<file path="config.mk">
export PLATFORM = sky130hd
export DESIGN_NAME = sg_pair_walker
export DESIGN_NICKNAME = d
export VERILOG_FILES = /design/src/rtl/sgw_pkg.sv /design/src/rtl/sgw_ptr_regs.sv /design/src/rtl/sgw_desc_reader.sv /design/src/rtl/sgw_acct.sv /design/src/rtl/sg_pair_walker.sv
export SDC_FILE = /design/constraint.sdc
export NUM_CORES = 1
export LEC_CHECK = 0
export BUFFER_PORTS_ARGS = -buffer_cell sky130_fd_sc_hd__buf_2
export CAP_MARGIN = 20
export CELL_PAD_IN_SITES_DETAIL_PLACEMENT = 2
export CELL_PAD_IN_SITES_GLOBAL_PLACEMENT = 2
export CORE_UTILIZATION = 35
export CTS_CLUSTER_DIAMETER = 200
export DETAILED_ROUTE_END_ITERATION = 7
export PLACE_DENSITY = 0.89
export RECOVER_POWER = 25
export SYNTH_ARGS = -nofsm -noshare
export SYNTH_HDL_FRONTEND = slang
export SYNTH_SLANG_ARGS = --single-unit
</file>
<file path="constraint.sdc">
create_clock -name clk -period 2.9 [get_ports clk]
set_input_delay 0.29 -clock clk [delete_from_list [all_inputs] [get_ports clk]]
set_output_delay 0.29 -clock clk [all_outputs]
set_load 0.01 [all_outputs]
</file>
<file path="src/rtl/sgw_pkg.sv">
// Shared types for the paired descriptor walker.
// Assumes 44-bit byte addresses and descriptors of four 64-bit doublewords.
package sgw_pkg;
    localparam int AW        = 44;
    localparam int DW        = 64;
    localparam int STOP_BIT  = 4;
    localparam int IRQ_BIT   = 2;

    typedef enum logic [2:0] {
        W_IDLE, W_FSRC, W_FDST, W_ISSUE, W_WAIT
    } walk_st_t;

    typedef struct packed {
        logic [AW-1:0] buf_addr;
        logic [31:0]   size;
        logic [31:0]   ctrl;
        logic [AW-1:0] next;
    } desc_t;
endpackage

</file>
<file path="src/rtl/sgw_ptr_regs.sv">
// Chain start pointer registers, written a 32-bit word at a time.
// sel[1] picks source (0) or destination (1); sel[0] picks low or high word.
// Assumes lock is high for the whole of a walk.
module sgw_ptr_regs
    import sgw_pkg::*;
(
    input  logic          clk,
    input  logic          rst_n,
    input  logic          wr_en,
    input  logic [1:0]    sel,
    input  logic [31:0]   wdata,
    input  logic          lock,
    output logic [AW-1:0] src_base,
    output logic [AW-1:0] dst_base
);
    localparam int HI_W = AW - 32;

    for (genvar g = 0; g < 2; g++) begin : g_ptr
        logic [AW-1:0] r;
        // Load one word of pointer g when it is addressed and unlocked.
        always_ff @(posedge clk) begin
            if (!rst_n) begin
                r <= '0;
            end else if (wr_en && !lock && (sel[1] == 1'(g))) begin
                if (sel[0]) r[AW-1:32] <= wdata[HI_W-1:0];
                else        r[31:0]    <= wdata;
            end
        end
    end

    assign src_base = g_ptr[0].r;
    assign dst_base = g_ptr[1].r;
endmodule

</file>
<file path="src/rtl/sgw_desc_reader.sv">
// Fetches the three used doublewords of one descriptor, one read at a time.
// A go pulse starts a fetch at base; done pulses once with err set if any
// response carried an error (the fetch stops at that response).
// Assumes go arrives only while no fetch is in progress.
module sgw_desc_reader
    import sgw_pkg::*;
(
    input  logic          clk,
    input  logic          rst_n,
    input  logic          go,
    input  logic [AW-1:0] base,
    output logic          rd_req,
    output logic [AW-1:0] rd_addr,
    input  logic          rd_ready,
    input  logic          rsp_valid,
    input  logic [DW-1:0] rsp_data,
    input  logic          rsp_err,
    output logic          done,
    output logic          err,
    output desc_t         desc
);
    localparam int WORDS = 3;
    localparam int IDX_W = $clog2(WORDS);

    logic [AW-1:0]    base_q;
    logic [IDX_W-1:0] idx;
    logic             waiting;

    // Byte address of the current doubleword.
    assign rd_addr = base_q + AW'({idx, 3'b000});

    // Request/response sequencing and field capture.
    always_ff @(posedge clk) begin
        if (!rst_n) begin
            base_q  <= '0;
            idx     <= '0;
            waiting <= 1'b0;
            rd_req  <= 1'b0;
            done    <= 1'b0;
            err     <= 1'b0;
            desc    <= '0;
        end else begin
            done <= 1'b0;
            if (go) begin
                base_q <= base;
                idx    <= '0;
                rd_req <= 1'b1;
            end else if (rd_req && rd_ready) begin
                rd_req  <= 1'b0;
                waiting <= 1'b1;
            end else if (waiting && rsp_valid) begin
                waiting <= 1'b0;
                if (rsp_err) begin
                    done <= 1'b1;
                    err  <= 1'b1;
                end else begin
                    case (idx)
                        IDX_W'(0): desc.buf_addr <= rsp_data[AW-1:0];
                        IDX_W'(1): begin
                            desc.size <= rsp_data[31:0];
                            desc.ctrl <= rsp_data[63:32];
                        end
                        default:   desc.next <= rsp_data[AW-1:0];
                    endcase
                    if (idx == IDX_W'(WORDS - 1)) begin
                        done <= 1'b1;
                        err  <= 1'b0;
                    end else begin
                        idx    <= idx + 1'b1;
                        rd_req <= 1'b1;
                    end
                end
            end
        end
    end
endmodule

</file>
<file path="src/rtl/sgw_acct.sv">
// Wrapping counter of reported destination completions.
module sgw_acct #(
    parameter int W = 8
) (
    input  logic         clk,
    input  logic         rst_n,
    input  logic         inc,
    output logic [W-1:0] count
);
    // Count one per increment request, wrapping at 2**W.
    always_ff @(posedge clk) begin
        if (!rst_n)   count <= '0;
        else if (inc) count <= count + 1'b1;
    end
endmodule

</file>
<file path="src/rtl/sg_pair_walker.sv">
// Walks a source and a destination descriptor chain in lockstep and turns
// each matched pair into one copy command for a downstream mover.
// Assumes the mover raises mv_done exactly once per accepted command, and
// the memory returns one response per accepted read.
module sg_pair_walker
    import sgw_pkg::*;
#(
    parameter int          ACCT_W  = 8,
    parameter int          LEN_W   = 31,
    parameter logic [31:0] MAX_LEN = 32'h4000_0000
) (
    input  logic              clk,
    input  logic              rst_n,
    input  logic              sg_mode,
    input  logic              ptr_wr,
    input  logic [1:0]        ptr_sel,
    input  logic [31:0]       ptr_wdata,
    input  logic              ctl_wr,
    input  logic [31:0]       ctl_wdata,
    output logic              rd_req,
    output logic [43:0]       rd_addr,
    input  logic              rd_ready,
    input  logic              rd_rsp_valid,
    input  logic [63:0]       rd_rsp_data,
    input  logic              rd_rsp_err,
    output logic              cmd_valid,
    input  logic              cmd_ready,
    output logic [43:0]       cmd_src,
    output logic [43:0]       cmd_dst,
    output logic [LEN_W-1:0]  cmd_len,
    input  logic              mv_done,
    output logic              idle,
    output logic              dsc_done,
    output logic              chan_done,
    output logic              src_rd_err,
    output logic              dst_rd_err,
    output logic [ACCT_W-1:0] dst_acct
);
    walk_st_t      state;
    logic [AW-1:0] src_base, dst_base;
    logic [AW-1:0] cur_dst;
    logic [AW-1:0] go_base;
    logic          go_q;
    logic          rdr_done, rdr_err;
    desc_t         rdr_desc;
    desc_t         src_d, dst_d;
    logic          start;
    logic          pair_stop;
    logic          acct_inc;
    logic          unused_bits;

    assign idle      = (state == W_IDLE);
    assign start     = idle && ctl_wr && ctl_wdata[0] && sg_mode;
    assign pair_stop = src_d.ctrl[STOP_BIT] || dst_d.ctrl[STOP_BIT];
    assign acct_inc  = (state == W_WAIT) && mv_done && dst_d.ctrl[IRQ_BIT];

    assign cmd_valid = (state == W_ISSUE);
    assign cmd_src   = src_d.buf_addr;
    assign cmd_dst   = dst_d.buf_addr;
    assign cmd_len   = src_d.size[LEN_W-1:0];

    assign unused_bits = ^{ctl_wdata[31:1], src_d.ctrl, dst_d.ctrl,
                           dst_d.size, src_d.size[31:LEN_W]};

    sgw_ptr_regs u_ptrs (
        .clk      (clk),
        .rst_n    (rst_n),
        .wr_en    (ptr_wr),
        .sel      (ptr_sel),
        .wdata    (ptr_wdata),
        .lock     (!idle),
        .src_base (src_base),
        .dst_base (dst_base)
    );

    sgw_desc_reader u_reader (
        .clk       (clk),
        .rst_n     (rst_n),
        .go        (go_q),
        .base      (go_base),
        .rd_req    (rd_req),
        .rd_addr   (rd_addr),
        .rd_ready  (rd_ready),
        .rsp_valid (rd_rsp_valid),
        .rsp_data  (rd_rsp_data),
        .rsp_err   (rd_rsp_err),
        .done      (rdr_done),
        .err       (rdr_err),
        .desc      (rdr_desc)
    );

    sgw_acct #(.W(ACCT_W)) u_acct (
        .clk   (clk),
        .rst_n (rst_n),
        .inc   (acct_inc),
        .count (dst_acct)
    );

    // Walk sequencer: fetch source, fetch destination, issue, wait, repeat.
    always_ff @(posedge clk) begin
        if (!rst_n) begin
            state      <= W_IDLE;
            cur_dst    <= '0;
            go_base    <= '0;
            go_q       <= 1'b0;
            src_d      <= '0;
            dst_d      <= '0;
            dsc_done   <= 1'b0;
            chan_done  <= 1'b0;
            src_rd_err <= 1'b0;
            dst_rd_err <= 1'b0;
        end else begin
            go_q       <= 1'b0;
            dsc_done   <= 1'b0;
            chan_done  <= 1'b0;
            src_rd_err <= 1'b0;
            dst_rd_err <= 1'b0;
            case (state)
                W_IDLE: if (start) begin
                    cur_dst <= dst_base;
                    go_base <= src_base;
                    go_q    <= 1'b1;
                    state   <= W_FSRC;
                end
                W_FSRC: if (rdr_done) begin
                    if (rdr_err || (rdr_desc.size > MAX_LEN)) begin
                        src_rd_err <= 1'b1;
                        state      <= W_IDLE;
                    end else begin
                        src_d   <= rdr_desc;
                        go_base <= cur_dst;
                        go_q    <= 1'b1;
                        state   <= W_FDST;
                    end
                end
                W_FDST: if (rdr_done) begin
                    if (rdr_err || (rdr_desc.size != src_d.size)) begin
                        dst_rd_err <= 1'b1;
                        state      <= W_IDLE;
                    end else begin
                        dst_d <= rdr_desc;
                        state <= W_ISSUE;
                    end
                end
                W_ISSUE: if (cmd_ready) state <= W_WAIT;
                W_WAIT: if (mv_done) begin
                    dsc_done <= dst_d.ctrl[IRQ_BIT];
                    if (pair_stop) begin
                        chan_done <= 1'b1;
                        state     <= W_IDLE;
                    end else begin
                        cur_dst <= dst_d.next;
                        go_base <= src_d.next;
                        go_q    <= 1'b1;
                        state   <= W_FSRC;
                    end
                end
                default: state <= W_IDLE;
            endcase
        end
    end
endmodule

</file>
Word-level counts from Yosys, hierarchy flattened
Index checks and enable logic that the tools add are counted.

word-level totals
  logic and storage cells = 142
  output and inout port bits = 178
  register bits after elaboration = 585
  input port bits = 140

cells by class
  $add $sub $neg = 3
  reduce and logical (&&, ||, !) cells = 42
  eq/ne operators = 16
  magnitude comparators = 1
  mux-type cells = 39
  bitwise logic cells = 11

operators by type and width
  operator                                                number
  two-way mux 44 bit                                      8
  one-hot mux 44 bit (3 select lines)                     1
  one-hot mux 44 bit (2 select lines)                     1
  adder 44 x 5 -> 44 bit                                  1
  > comparator 32 x 31 -> 1 bit (second input constant)   1
  inequality test 32 bit                                  1
  two-way mux 1 bit                                       20
  AND reduction 5 bit                                     4
  AND reduction 3 bit                                     6
  two-way mux 3 bit                                       5
  one-hot mux 3 bit (5 select lines)                      1
  AND reduction 4 bit                                     3
  inverter 1 bit                                          11
  logical AND 1 bit                                       10
  AND reduction 2 bit                                     5
  adder 8 x 1 -> 8 bit (second input constant)            1
  inequality test 2 x 1 -> 1 bit (second input constant)  4
  == test 3 x 2 -> 1 bit (second input constant)          2
  inequality test 2 bit (second input constant)           3
  AND reduction 6 bit                                     1
  nonzero test 2 bit                                      3
  nonzero test 3 bit                                      2
  two-way mux 2 bit                                       2
  OR reduction 2 bit                                      2
  12 further kinds                                        14

Logic depth before layout (Yosys ltp)
  depth in word-level cells = 6
  gate-level depth with buffers = 9
  depth with buffers taken out = 7

Modules after synthesis
From an unflattened synthesis, not the netlist that was laid out.

second synthesis, totals
  cells, all modules = 2826
  area, all modules = 25190.4 um^2

modules (own cells, without submodules)
  module           instances  sequential area each (um^2)  area each (um^2)  cells each
  sg_pair_walker   1          6145.9                       13151.4           1499
  sgw_desc_reader  1          4043.9                       8408.1            968
  sgw_ptr_regs     1          1761.7                       3271.9            322
  sgw_acct         1          160.2                        359.1             37

Least setup slack after synthesis
OpenSTA, ideal clock, no wires.

  kind = register to output
  start = register u_reader.idx[0]
  end = output port rd_addr[41]
  buffers on the path = 1
  setup slack = 593 ps
  stages on the path, launching flop included = 9
  data required time = 2610 ps
  arrival time = 2017 ps
  path through = dfxtp_1 -> ha_1 -> fa_1 -> nand2_1 -> nor3_1 -> and3_1 -> buf_2 -> nand4_1 -> xnor2_1

on the way
  word-level cells in the longest chain between the ends = 1

ends and longest elaborated chain
  element                 line                   text
  from (decl)             sgw_desc_reader.sv:26  logic [IDX_W-1:0] idx;
  from (signal assigned)  sgw_desc_reader.sv:69  idx <= idx + 1'b1;
  adder 44 x 5 -> 44 bit  sgw_desc_reader.sv:30  assign rd_addr = base_q + AW'({idx, 3'b000});
  to (decl)               sg_pair_walker.sv:21   output logic [43:0] rd_addr,

Every way passes these cells.

Worst setup path in the final report
  start = register u_reader.idx[1]
  end = output port rd_addr[34]

Same word-level chain as after synthesis.

==> out/metrics.yaml <==
leakagePower_nw: 9.50
tightestPinTransition_ns: 1.12
fmax_mhz: 352
drt-pass1-iter-count: 5
rsz0062_at_grt: "true"
grt_pass1_vias: 23600
layout_commonest_cell: "nand2_1"
track_usage: 0.287
setup_tns_ns: 0
synthXorXnorAreaFrac: 0.0255
finalHoldViolCount: 0
portBuffers: 266
cts_buffers: 66
clockPowerShare: 0.481
path_cells: "ha_1, a21o_1, nand2_2, nor3_4, and3_4, nand3_1, xnor2_1, buf_2"
vias: 21000
worstSetupStartpointType: "register"
power_w: 0.0181
slowest_delay_ns: 0.36
final_area_um2: 27300
final_antenna_net_count: 0
hold_class: "input port to register"
grt_overflow: 0
seq_area_frac_synth: 0.493
p_int_w: 0.0135
core_area_um2: 65900
criticalPathCategory: "register to output port"
fin_crit_sh: 0.980
slew_violations: 0
endpoint_kind: "output port"
dieWidth_um: 260
rows: 94
n_fill_cell: 7250
synth_top_family_by_area: "simple AND/OR/NAND/NOR gates"
routedWlPerCell_um: 26.0
status: "complete, no violations"
final_cell_mix: "650 x nand2_1, 568 x dfxtp_1, 414 x a21oi_1, 215 x nor2_1, 193 x mux2i_1"
start_util: 0.355
slew_headroom: 0.255
synthDistinctLibCells: 58
synth.area.mux_share: 0.0827
cts_root_buffer: "clkbuf_16"
fin_skew_ns: 0.0398
synthAdderAreaFrac: 0.00407
yosysWarnings: 0
critPathBufInv: 1
routed_wl_um: 98400
synth_fp_nets: 2884
drv_cap: 0
io_pins: 318
cp_max_fo: 5
die_h_um: 260
drcViolationCount: 0
syn_area_um2: 23400
synthToLayoutAreaGrowth_pct: 16.8
clkLatencyLatePin_ns: 0.62
synth-compound-area-share: 0.138
synthFlopType: "dfxtp_1"
drtIter0Drc: 1247
cellPowerDensity_nw_per_um2: 662
synth-simple-area-share: 0.174
dpl_cell_area_um2: 24600
p_sw_w: 0.00455
fin_crit_ns: 2.84
fin_nets: 3020
antenna_found_initial: 4
synthCells: 2737
comb_power_share: 0.063
worstPathRequired_ns: 2.61
async_reset_ff_frac: 0
grt_pass1_wl_um: 149000
clkTransAtPathRegs_ns: 0.06
gp_congestion: 0.841
peakVddDrop_mv: 0.360
final_layout_size_suffix_gt1_frac: 0.109
swShare: 0.252
cts_tree: "built"
synth-seq-cells: 575
grt_max_degree: 103
synth_edf_count: 0
clk_path_buf_depth: 3
avgSynthCellArea_um2: 8.54
critical-path-top-delay-family: "simple AND/OR/NAND/NOR gates"
die_area_um2: 67800
vias_per_cell: 5.53
seqPwrFrac: 0.456
dpl.hpwl_um: 56100
whs_ns: 0.0109
setup_viol: 0
htree_levels: 3
arrival_ns: 2.55
numClockSinks: 575
critPathSlowestCell: "dfxtp_2"
## per-layer routing
metal	global-route usage	part of all wire	vias up
met3	0.0472	0.051	264
met1	0.334	0.40	10600
met4	0.143	0.046	0
met5	0	0	-
li1	-	-	9323
met2	0.507	0.50	742
## per-stage QoR
stage | util | setup slack, ns | cells
final | 0.414 | 0.0568 | 3787
after global placement | 0.373 | 0.336 | 3600
after floorplan | - | 0.593 | 2737
after global routing | 0.414 | -0.00813 | 3787
after CTS | 0.417 | 0.00169 | 3783
after detailed placement | 0.373 | 0.183 | 3600
## synthesized netlist by cell type, drive strengths merged, types with 2 or more instances
cell type  count  area share
a2111oi        2      0.0018
a211oi        44       0.014
a21o           2     0.00064
a21oi        415       0.089
a22o          44       0.016
and2           8      0.0021
and3          13      0.0035
and4           9      0.0034
buf          198       0.063
clkbuf       118       0.019
dfxtp        575        0.49
ha             6      0.0032
inv           14      0.0022
mux2i        193       0.083
nand2        653        0.10
nand2b         8      0.0021
nand3         38      0.0081
nand4         13      0.0035
nor2         217       0.035
nor2b          6      0.0017
nor3           8      0.0019
nor3b          2     0.00064
nor4          12      0.0041
o2111a         3      0.0014
o21ai         47       0.010
o22a           2     0.00075
or2            2     0.00054
or3            3     0.00080
xnor2         43       0.016
xor2          25      0.0094
## area by class of cell
| class | instances | area [µm²] | share of cell area |
|---|---|---|---|
| flip-flops and latches | 575 | 11500 | 0.422 |
| multi-input cells | 1834 | 10000 | 0.368 |
| repair buffers | 382 | 2430 | 0.0892 |
| clock buffers | 96 | 1930 | 0.0706 |
| well taps | 864 | 1080 | 0.0396 |
| clock inverters | 18 | 230 | 0.00843 |
| inverters | 14 | 60.1 | 0.00220 |
| diodes | 4 | 10.0 | 0.000367 |
## flip-flops by register name (all words and copies together), names as in the netlist, 2 cells and up
register,cells
cmd_dst,44
cmd_len,31
cmd_src,44
cur_dst,44
dst_d,46
go_base,44
src_d,46
state,3
u_acct.count,8
u_ptrs.dst_base,44
u_ptrs.src_base,44
u_reader.base_q,44
u_reader.desc,122
u_reader.idx,2
## path summary, 6_finish.rpt
path	startpoint	end	slack, ns	depth (start not counted)
min	ptr_wdata[22]	u_ptrs.dst_base[22]$_SDFFE_PN0P_	0.01	3
min reg2reg	u_ptrs.src_base[25]$_SDFFE_PN0P_	u_ptrs.src_base[25]$_SDFFE_PN0P_	0.46	2
max	u_reader.idx[1]$_SDFFE_PP0P_	rd_addr[34]	0.06	8
max reg2reg	u_reader.desc[93]$_SDFFE_PN0P_	cmd_src[3]$_SDFFE_PN0P_	0.19	7
## logic make-up (layout without fill, tap and decap cells)
logic type,count (synthesis),after routing
AND/OR/NAND/NOR,996,998
flip-flops,575,575
AO/OA/AOI/OAI,568,568
buffers and inverters,330,510
multiplexers,193,193
XOR/XNOR,68,68
adder cells (fa/ha/maj),7,7
other,0,4
## what timing repair did
item	4_1_cts	5_1_grt
hold endpoints to repair	127	0
setup endpoints to repair	21	15
hold buffers	65	0
gates resized for setup	18	9
pin swaps	7	3
cloned	2	0
setup buffers	2	0
## worst reg2reg max path: cells and delay by family (launching register included)
kind	cells	cell delay [ns]
AND/OR/NAND/NOR	4	1.42
flip-flops	1	0.38
AO/OA/AOI/OAI	2	0.47
buffers and inverters	1	0.28
## power groups by stage
stage          logic [W]  clock network, W  registers [W]
6_report         0.00115           0.00868        0.00823
4_1_cts          0.00112           0.00874        0.00822
3_3_place_gp    0.000936                 0        0.00836
5_1_grt          0.00121           0.00907        0.00824
2_1_floorplan   0.000623                 0        0.00832
3_5_place_dp    0.000990                 0        0.00838
Note: power is estimated with default switching activity, not from simulation.
